--- config.mk ---
export PLATFORM = sky130hd
export DESIGN_NAME = dma_chan_finish_ctl
export DESIGN_NICKNAME = d
export VERILOG_FILES = /design/src/rtl/dma_fin_pkg.sv /design/src/rtl/dma_fin_cfg.sv /design/src/rtl/dma_fin_status.sv /design/src/rtl/dma_fin_dispatch.sv /design/src/rtl/dma_chan_finish_ctl.sv
export SDC_FILE = /design/constraint.sdc
export NUM_CORES = 1
export LEC_CHECK = 0
export BUFFER_PORTS_ARGS = -buffer_cell sky130_fd_sc_hd__buf_4
export CORE_MARGIN = 1.5
export CORE_UTILIZATION = 45
export DETAILED_ROUTE_END_ITERATION = 8
export PLACE_DENSITY = 0.73
export SLEW_MARGIN = 40
export SYNTH_ARGS = -nofsm -noshare
export SYNTH_HDL_FRONTEND = slang
export SYNTH_HIERARCHICAL = 1
export SYNTH_SLANG_ARGS = --single-unit
--- constraint.sdc ---
create_clock -name clk -period 1.9 [get_ports clk]
set_input_delay 0.095 -clock clk [delete_from_list [all_inputs] [get_ports clk]]
set_output_delay 0.095 -clock clk [all_outputs]
set_load 0.005 [all_outputs]
--- src/rtl/dma_fin_pkg.sv ---
package dma_fin_pkg;

  localparam int WORD_W   = 16;
  localparam int LINK_LSB = 8;
  localparam int LINK_W   = 4;
  localparam int DONE_BIT = 7;
  localparam int ACT_BIT  = 6;
  localparam int LEN_BIT  = 5;
  localparam int SGEN_BIT = 4;
  localparam int DREQ_BIT = 3;

  typedef struct packed {
    logic [LINK_W-1:0] link_ch;
    logic              link_en;
    logic              sg_en;
    logic              dreq;
  } cfg_t;

  function automatic logic [WORD_W-1:0] pack_word(input cfg_t c, input logic done,
                                                  input logic act);
    logic [WORD_W-1:0] w;
    w = '0;
    w[LINK_LSB +: LINK_W] = c.link_ch;
    w[DONE_BIT] = done;
    w[ACT_BIT]  = act;
    w[LEN_BIT]  = c.link_en;
    w[SGEN_BIT] = c.sg_en;
    w[DREQ_BIT] = c.dreq;
    return w;
  endfunction

  function automatic logic ptr_is_aligned(input logic [63:0] p, input int align_w);
    logic ok;
    ok = 1'b1;
    for (int i = 0; i < 64; i++)
      if (i < align_w && p[i]) ok = 1'b0;
    return ok;
  endfunction

endpackage

--- src/rtl/dma_fin_cfg.sv ---
module dma_fin_cfg
  import dma_fin_pkg::*;
#(
  parameter int PTR_W = 32
) (
  input  logic             clk,
  input  logic             rst_n,
  input  logic             wr_en,
  input  logic [LINK_W-1:0] wr_link_ch,
  input  logic             wr_link_en,
  input  logic             wr_sg_en,
  input  logic             wr_dreq,
  input  logic             done_q,
  input  logic             ptr_wr_en,
  input  logic [PTR_W-1:0] ptr_wr_data,
  output cfg_t             cfg_q,
  output logic [PTR_W-1:0] ptr_q
);

  always_ff @(posedge clk) begin
    if (!rst_n) begin
      cfg_q <= '0;
      ptr_q <= '0;
    end else begin
      if (wr_en) begin
        cfg_q.link_ch <= wr_link_ch;
        cfg_q.dreq    <= wr_dreq;
        cfg_q.link_en <= wr_link_en & ~done_q;
        cfg_q.sg_en   <= wr_sg_en & ~done_q;
      end
      if (ptr_wr_en) ptr_q <= ptr_wr_data;
    end
  end

endmodule

--- src/rtl/dma_fin_status.sv ---
module dma_fin_status (
  input  logic clk,
  input  logic rst_n,
  input  logic sw_done_clr,
  input  logic svc_start,
  input  logic minor_done,
  input  logic major_zero,
  input  logic error,
  output logic done_q,
  output logic active_q
);

  logic done_d, active_d;

  always_comb begin
    done_d = done_q;
    if (major_zero)                   done_d = 1'b1;
    else if (svc_start | sw_done_clr) done_d = 1'b0;
    active_d = active_q;
    if (minor_done | error)  active_d = 1'b0;
    else if (svc_start)      active_d = 1'b1;
  end

  always_ff @(posedge clk) begin
    if (!rst_n) begin
      done_q   <= 1'b0;
      active_q <= 1'b0;
    end else begin
      done_q   <= done_d;
      active_q <= active_d;
    end
  end

endmodule

--- src/rtl/dma_fin_dispatch.sv ---
module dma_fin_dispatch
  import dma_fin_pkg::*;
#(
  parameter int NUM_CH  = 16,
  parameter int PTR_W   = 32,
  parameter int ALIGN_W = 5
) (
  input  logic              clk,
  input  logic              rst_n,
  input  logic              major_zero,
  input  cfg_t              cfg,
  input  logic [PTR_W-1:0]  ptr,
  output logic [NUM_CH-1:0] link_start_q,
  output logic              clr_q,
  output logic              reload_q,
  output logic              cfg_err_q,
  output logic [PTR_W-1:0]  rptr_q
);

  logic [NUM_CH-1:0] link_hit;
  logic              ptr_ok;
  logic              sg_fire;
  logic              sg_bad;

  for (genvar i = 0; i < NUM_CH; i++) begin : g_hit
    assign link_hit[i] = cfg.link_en && (32'(cfg.link_ch) == i);
  end

  assign ptr_ok  = ptr_is_aligned(64'(ptr), ALIGN_W);
  assign sg_fire = major_zero & cfg.sg_en & ptr_ok;
  assign sg_bad  = major_zero & cfg.sg_en & ~ptr_ok;

  always_ff @(posedge clk) begin
    if (!rst_n) begin
      link_start_q <= '0;
      clr_q        <= 1'b0;
      reload_q     <= 1'b0;
      cfg_err_q    <= 1'b0;
      rptr_q       <= '0;
    end else begin
      link_start_q <= major_zero ? link_hit : '0;
      clr_q        <= major_zero & cfg.dreq;
      reload_q     <= sg_fire;
      cfg_err_q    <= sg_bad;
      if (sg_fire) rptr_q <= ptr;
    end
  end

endmodule

--- src/rtl/dma_chan_finish_ctl.sv ---
module dma_chan_finish_ctl
  import dma_fin_pkg::*;
#(
  parameter int NUM_CH     = 16,
  parameter int PTR_W      = 32,
  parameter int DESC_BYTES = 32
) (
  input  logic              clk,
  input  logic              rst_n,
  input  logic              cfg_wr_en,
  input  logic [15:0]       cfg_wr_data,
  output logic [15:0]       cfg_rd_data,
  input  logic              ptr_wr_en,
  input  logic [PTR_W-1:0]  ptr_wr_data,
  input  logic              evt_svc_start,
  input  logic              evt_minor_done,
  input  logic              evt_major_zero,
  input  logic              evt_error,
  output logic [NUM_CH-1:0] link_start_o,
  output logic              req_en_clr_o,
  output logic              reload_req_o,
  output logic [PTR_W-1:0]  reload_ptr_o,
  output logic              cfg_err_o
);

  localparam int ALIGN_W = $clog2(DESC_BYTES);

  cfg_t             cfg_q;
  logic [PTR_W-1:0] ptr_q;
  logic             done_q, active_q;
  logic             sw_done_clr;
  logic             unused_wr_bits;

  assign sw_done_clr    = cfg_wr_en & cfg_wr_data[DONE_BIT];
  assign unused_wr_bits = ^{cfg_wr_data[15:12], cfg_wr_data[ACT_BIT], cfg_wr_data[2:0]};

  dma_fin_cfg #(.PTR_W(PTR_W)) u_cfg (
    .clk        (clk),
    .rst_n      (rst_n),
    .wr_en      (cfg_wr_en),
    .wr_link_ch (cfg_wr_data[LINK_LSB +: LINK_W]),
    .wr_link_en (cfg_wr_data[LEN_BIT]),
    .wr_sg_en   (cfg_wr_data[SGEN_BIT]),
    .wr_dreq    (cfg_wr_data[DREQ_BIT]),
    .done_q     (done_q),
    .ptr_wr_en  (ptr_wr_en),
    .ptr_wr_data(ptr_wr_data),
    .cfg_q      (cfg_q),
    .ptr_q      (ptr_q)
  );

  dma_fin_status u_status (
    .clk        (clk),
    .rst_n      (rst_n),
    .sw_done_clr(sw_done_clr),
    .svc_start  (evt_svc_start),
    .minor_done (evt_minor_done),
    .major_zero (evt_major_zero),
    .error      (evt_error),
    .done_q     (done_q),
    .active_q   (active_q)
  );

  dma_fin_dispatch #(.NUM_CH(NUM_CH), .PTR_W(PTR_W), .ALIGN_W(ALIGN_W)) u_disp (
    .clk         (clk),
    .rst_n       (rst_n),
    .major_zero  (evt_major_zero),
    .cfg         (cfg_q),
    .ptr         (ptr_q),
    .link_start_q(link_start_o),
    .clr_q       (req_en_clr_o),
    .reload_q    (reload_req_o),
    .cfg_err_q   (cfg_err_o),
    .rptr_q      (reload_ptr_o)
  );

  assign cfg_rd_data = pack_word(cfg_q, done_q, active_q);

endmodule

==> impl_metrics.py <==
metrics = {
    "run_status": {
        "status": "completed",
    },
    "clocking": {
        "clk_latency_ps": 350,
        "ctsResizeCount": 0,
        "h-tree-depth": 3,
        "path_clk_slew_ps": 90,
        "cts_buffers": 9,
        "cts.sinks": 92,
        "clockBufferDepth": 2,
        "cts_tree": "yes",
        "clockRootBuffer": "clkbuf_8",
    },
    "route": {
        "drt-wirelength-per-cell_um": 12.2,
        "via_per_inst": 4.59,
        "via_count": 2502,
        "first_pass_iters": 4,
        "wl_um": 6670,
        "postRouteAntennaNets": 0,
        "drc": 0,
        "drtIter0Drc": 107,
    },
    "synth": {
        "synth_cells": 325,
        "async_flop_share": 0,
        "yosys-top-cells-area": "dfxtp_1 (53%), mux2i_1 (19%), nor2b_1 (6.7%), nand2_1 (6.3%), buf_12 (2.9%)",
        "syn_area_um2": 3450,
        "yosysWarnings": 6,
        "ys.flop_type": "dfxtp_1",
        "synth-edff-count": 0,
        "synth-seq-cells": 92,
        "avgSynthCellArea_um2": 10.6,
        "yosys.area.top_type": "dfxtp_1",
        "synth_top_area_frac": 0.533,
        "ys_seq_area_frac": 0.533,
        "ys_types": 27,
    },
    "critical_path": {
        "crit_arrival_ps": 1870,
        "crit_fanout": 27,
        "required_ps": 2170,
        "start_kind": "flip-flop",
        "cp-end-kind": "flip-flop",
        "critPathKind": "reg -> reg",
    },
    "sta": {
        "final-max-slew-violation-count": 0,
        "final-hold-violation-count": 0,
        "worst_pin_slew_ps": 560,
        "maxSlewHeadroom": 0.627,
        "min_period_ps": 1600,
        "tns_ps": 0,
        "clock_skew_ps": 6.43,
        "post-route-period-util": 0.842,
        "rsz0062_at_grt": "no",
        "max_freq_mhz": 625,
        "setup_viol": 0,
    },
    "floorplanning": {
        "dieArea_um2": 8210,
        "die_x_um": 90.6,
        "io_pins": 123,
        "fp-row-count": 31,
        "die_y_um": 90.6,
        "initial_utilization": 0.471,
        "core_um2": 7330,
    },
    "finish": {
        "final_area_um2": 4560,
        "area.growth.synth_to_final_pct": 31.9,
        "drive_above_1_share": 0.294,
        "fin_nets": 497,
        "antennaDiodeCount": 0,
        "layout_common_cells": "buf_4 (109), dfxtp_1 (92), mux2i_1 (64)",
        "final_common_cell": "buf_4",
        "stdcell_count": 545,
        "regArea_um2": 1840,
        "fillers": 621,
        "multi_input_area_um2": 1400,
    },
    "grt": {
        "antenna_found_initial": 0,
        "grt.total_usage": 0.166,
        "grt_pass1_wl_um": 11000,
        "grt_max_degree": 43,
        "grt_overflow": 0,
        "first_global_vias": 2390,
    },
    "placed_design": {
        "dp_hpwl_um": 4480,
        "dpl_cell_area_um2": 4210,
        "post-place-cells": 512,
        "gp_congestion": 0.685,
        "place.port_buffers": 107,
    },
    "power_and_ir_drop": {
        "p_leak_nw": 1.98,
        "ir_worst_vdd_uv": 425,
        "p_per_area_nw_per_um2": 770,
    },
    "min_path": {
        "worstHoldPathType": "in -> reg",
    },
    "flow_run": {
        "cap_violations": 0,
    },
}
==> registers in the layout, indices dropped and copies added (netlist names) <==
name,cells
u_disp/cfg_err_q,1
u_disp/clr_q,1
u_status/done_q,1
u_cfg/ptr_q,32
u_disp/link_start_q,16
u_status/active_q,1
u_disp/rptr_q,32
u_cfg/cfg_q,7
u_disp/reload_q,1
==> layout make-up <==
cell class	instances	area share
timing repair buffer	127	0.221
sequential	92	0.404
clock inverter	5	0.00796
tap	99	0.0272
multi-input combinational	211	0.308
clock buffer	11	0.0310
==> worst max-delay path, cell delays in order (launching register included) <==
cell and delay, ps:
dfxtp_1 320, or4_4 570, nor3_4 170, buf_12 240
mux2i_1 230
==> stage by stage <==
| step | power, W | hold WS [ps] | worst slack (ps) | utilization |
|---|---|---|---|---|
| 6_report | 0.00351 | 11.8 | 299 | 0.621 |
| 5_1_grt | 0.00367 | 9.75 | 201 | 0.621 |
| 4_1_cts | 0.00355 | 1.28 | 261 | 0.621 |
| 3_5_place_dp | 0.00236 | 267 | 284 | 0.574 |
| 3_3_place_gp | 0.00235 | 261 | 342 | 0.574 |
| 2_1_floorplan | 0.00225 | 166 | 389 | - |
==> metal layers <==
metal	part of all wire	track usage	up-vias
li1	-	-	1281
met1	0.45	0.205	1133
met2	0.47	0.273	79
met3	0.060	0.0463	9
met4	0.015	0.0635	0
met5	0	0	-
==> cells by family after synthesis <==
family	synth area share
AOI/OAI and AO/OA	0.00507
buffers and inverters	0.0688
DFF	0.533
muxes	0.185
other	0.00109
and+or+nand+nor	0.206
==> worst paths after layout <==
check                                startpoint                 to  slack [ps]  cells after the start
worst max-delay path             u_cfg/ptr_q[3]   u_disp/rptr_q[5]         300                      4
worst min-delay path            ptr_wr_data[16]    u_cfg/ptr_q[16]          10                      3
worst max register to register   u_cfg/ptr_q[3]   u_disp/rptr_q[5]         300                      4
worst min register to register  u_cfg/ptr_q[11]  u_disp/rptr_q[11]         450                      2
==> repair_timing <==
| item | CTS | global route |
|---|---|---|
| hold buffers | 17 | 0 |
| endpoints found under the hold margin | 16 | 0 |
| setup buffers | 0 | 0 |
==> synthesized netlist by cell type, types with 2 or more instances <==
master	number
nor2_1	17
dfxtp_1	92
and3_1	6
nand2_1	58
buf_1	5
buf_6	2
buf_4	9
mux2i_1	64
clkbuf_1	5
nand3_1	2
nand3b_1	4
nor2b_1	37
buf_12	5
nand4b_1	4
buf_2	2
or3_1	2
==> power breakdown <==
group / leakage, nW / switching (W) / internal, W / total (W)
combinational: 1.14 / 0.000135 / 0.000188 / 0.000322
clock: 0.0820 / 0.000653 / 0.000514 / 0.00117
sequential: 0.749 / 0.0000350 / 0.00198 / 0.00202
total: 1.98 / 0.000822 / 0.00268 / 0.00351
No activity file was read; power rests on OpenSTA's default activity.
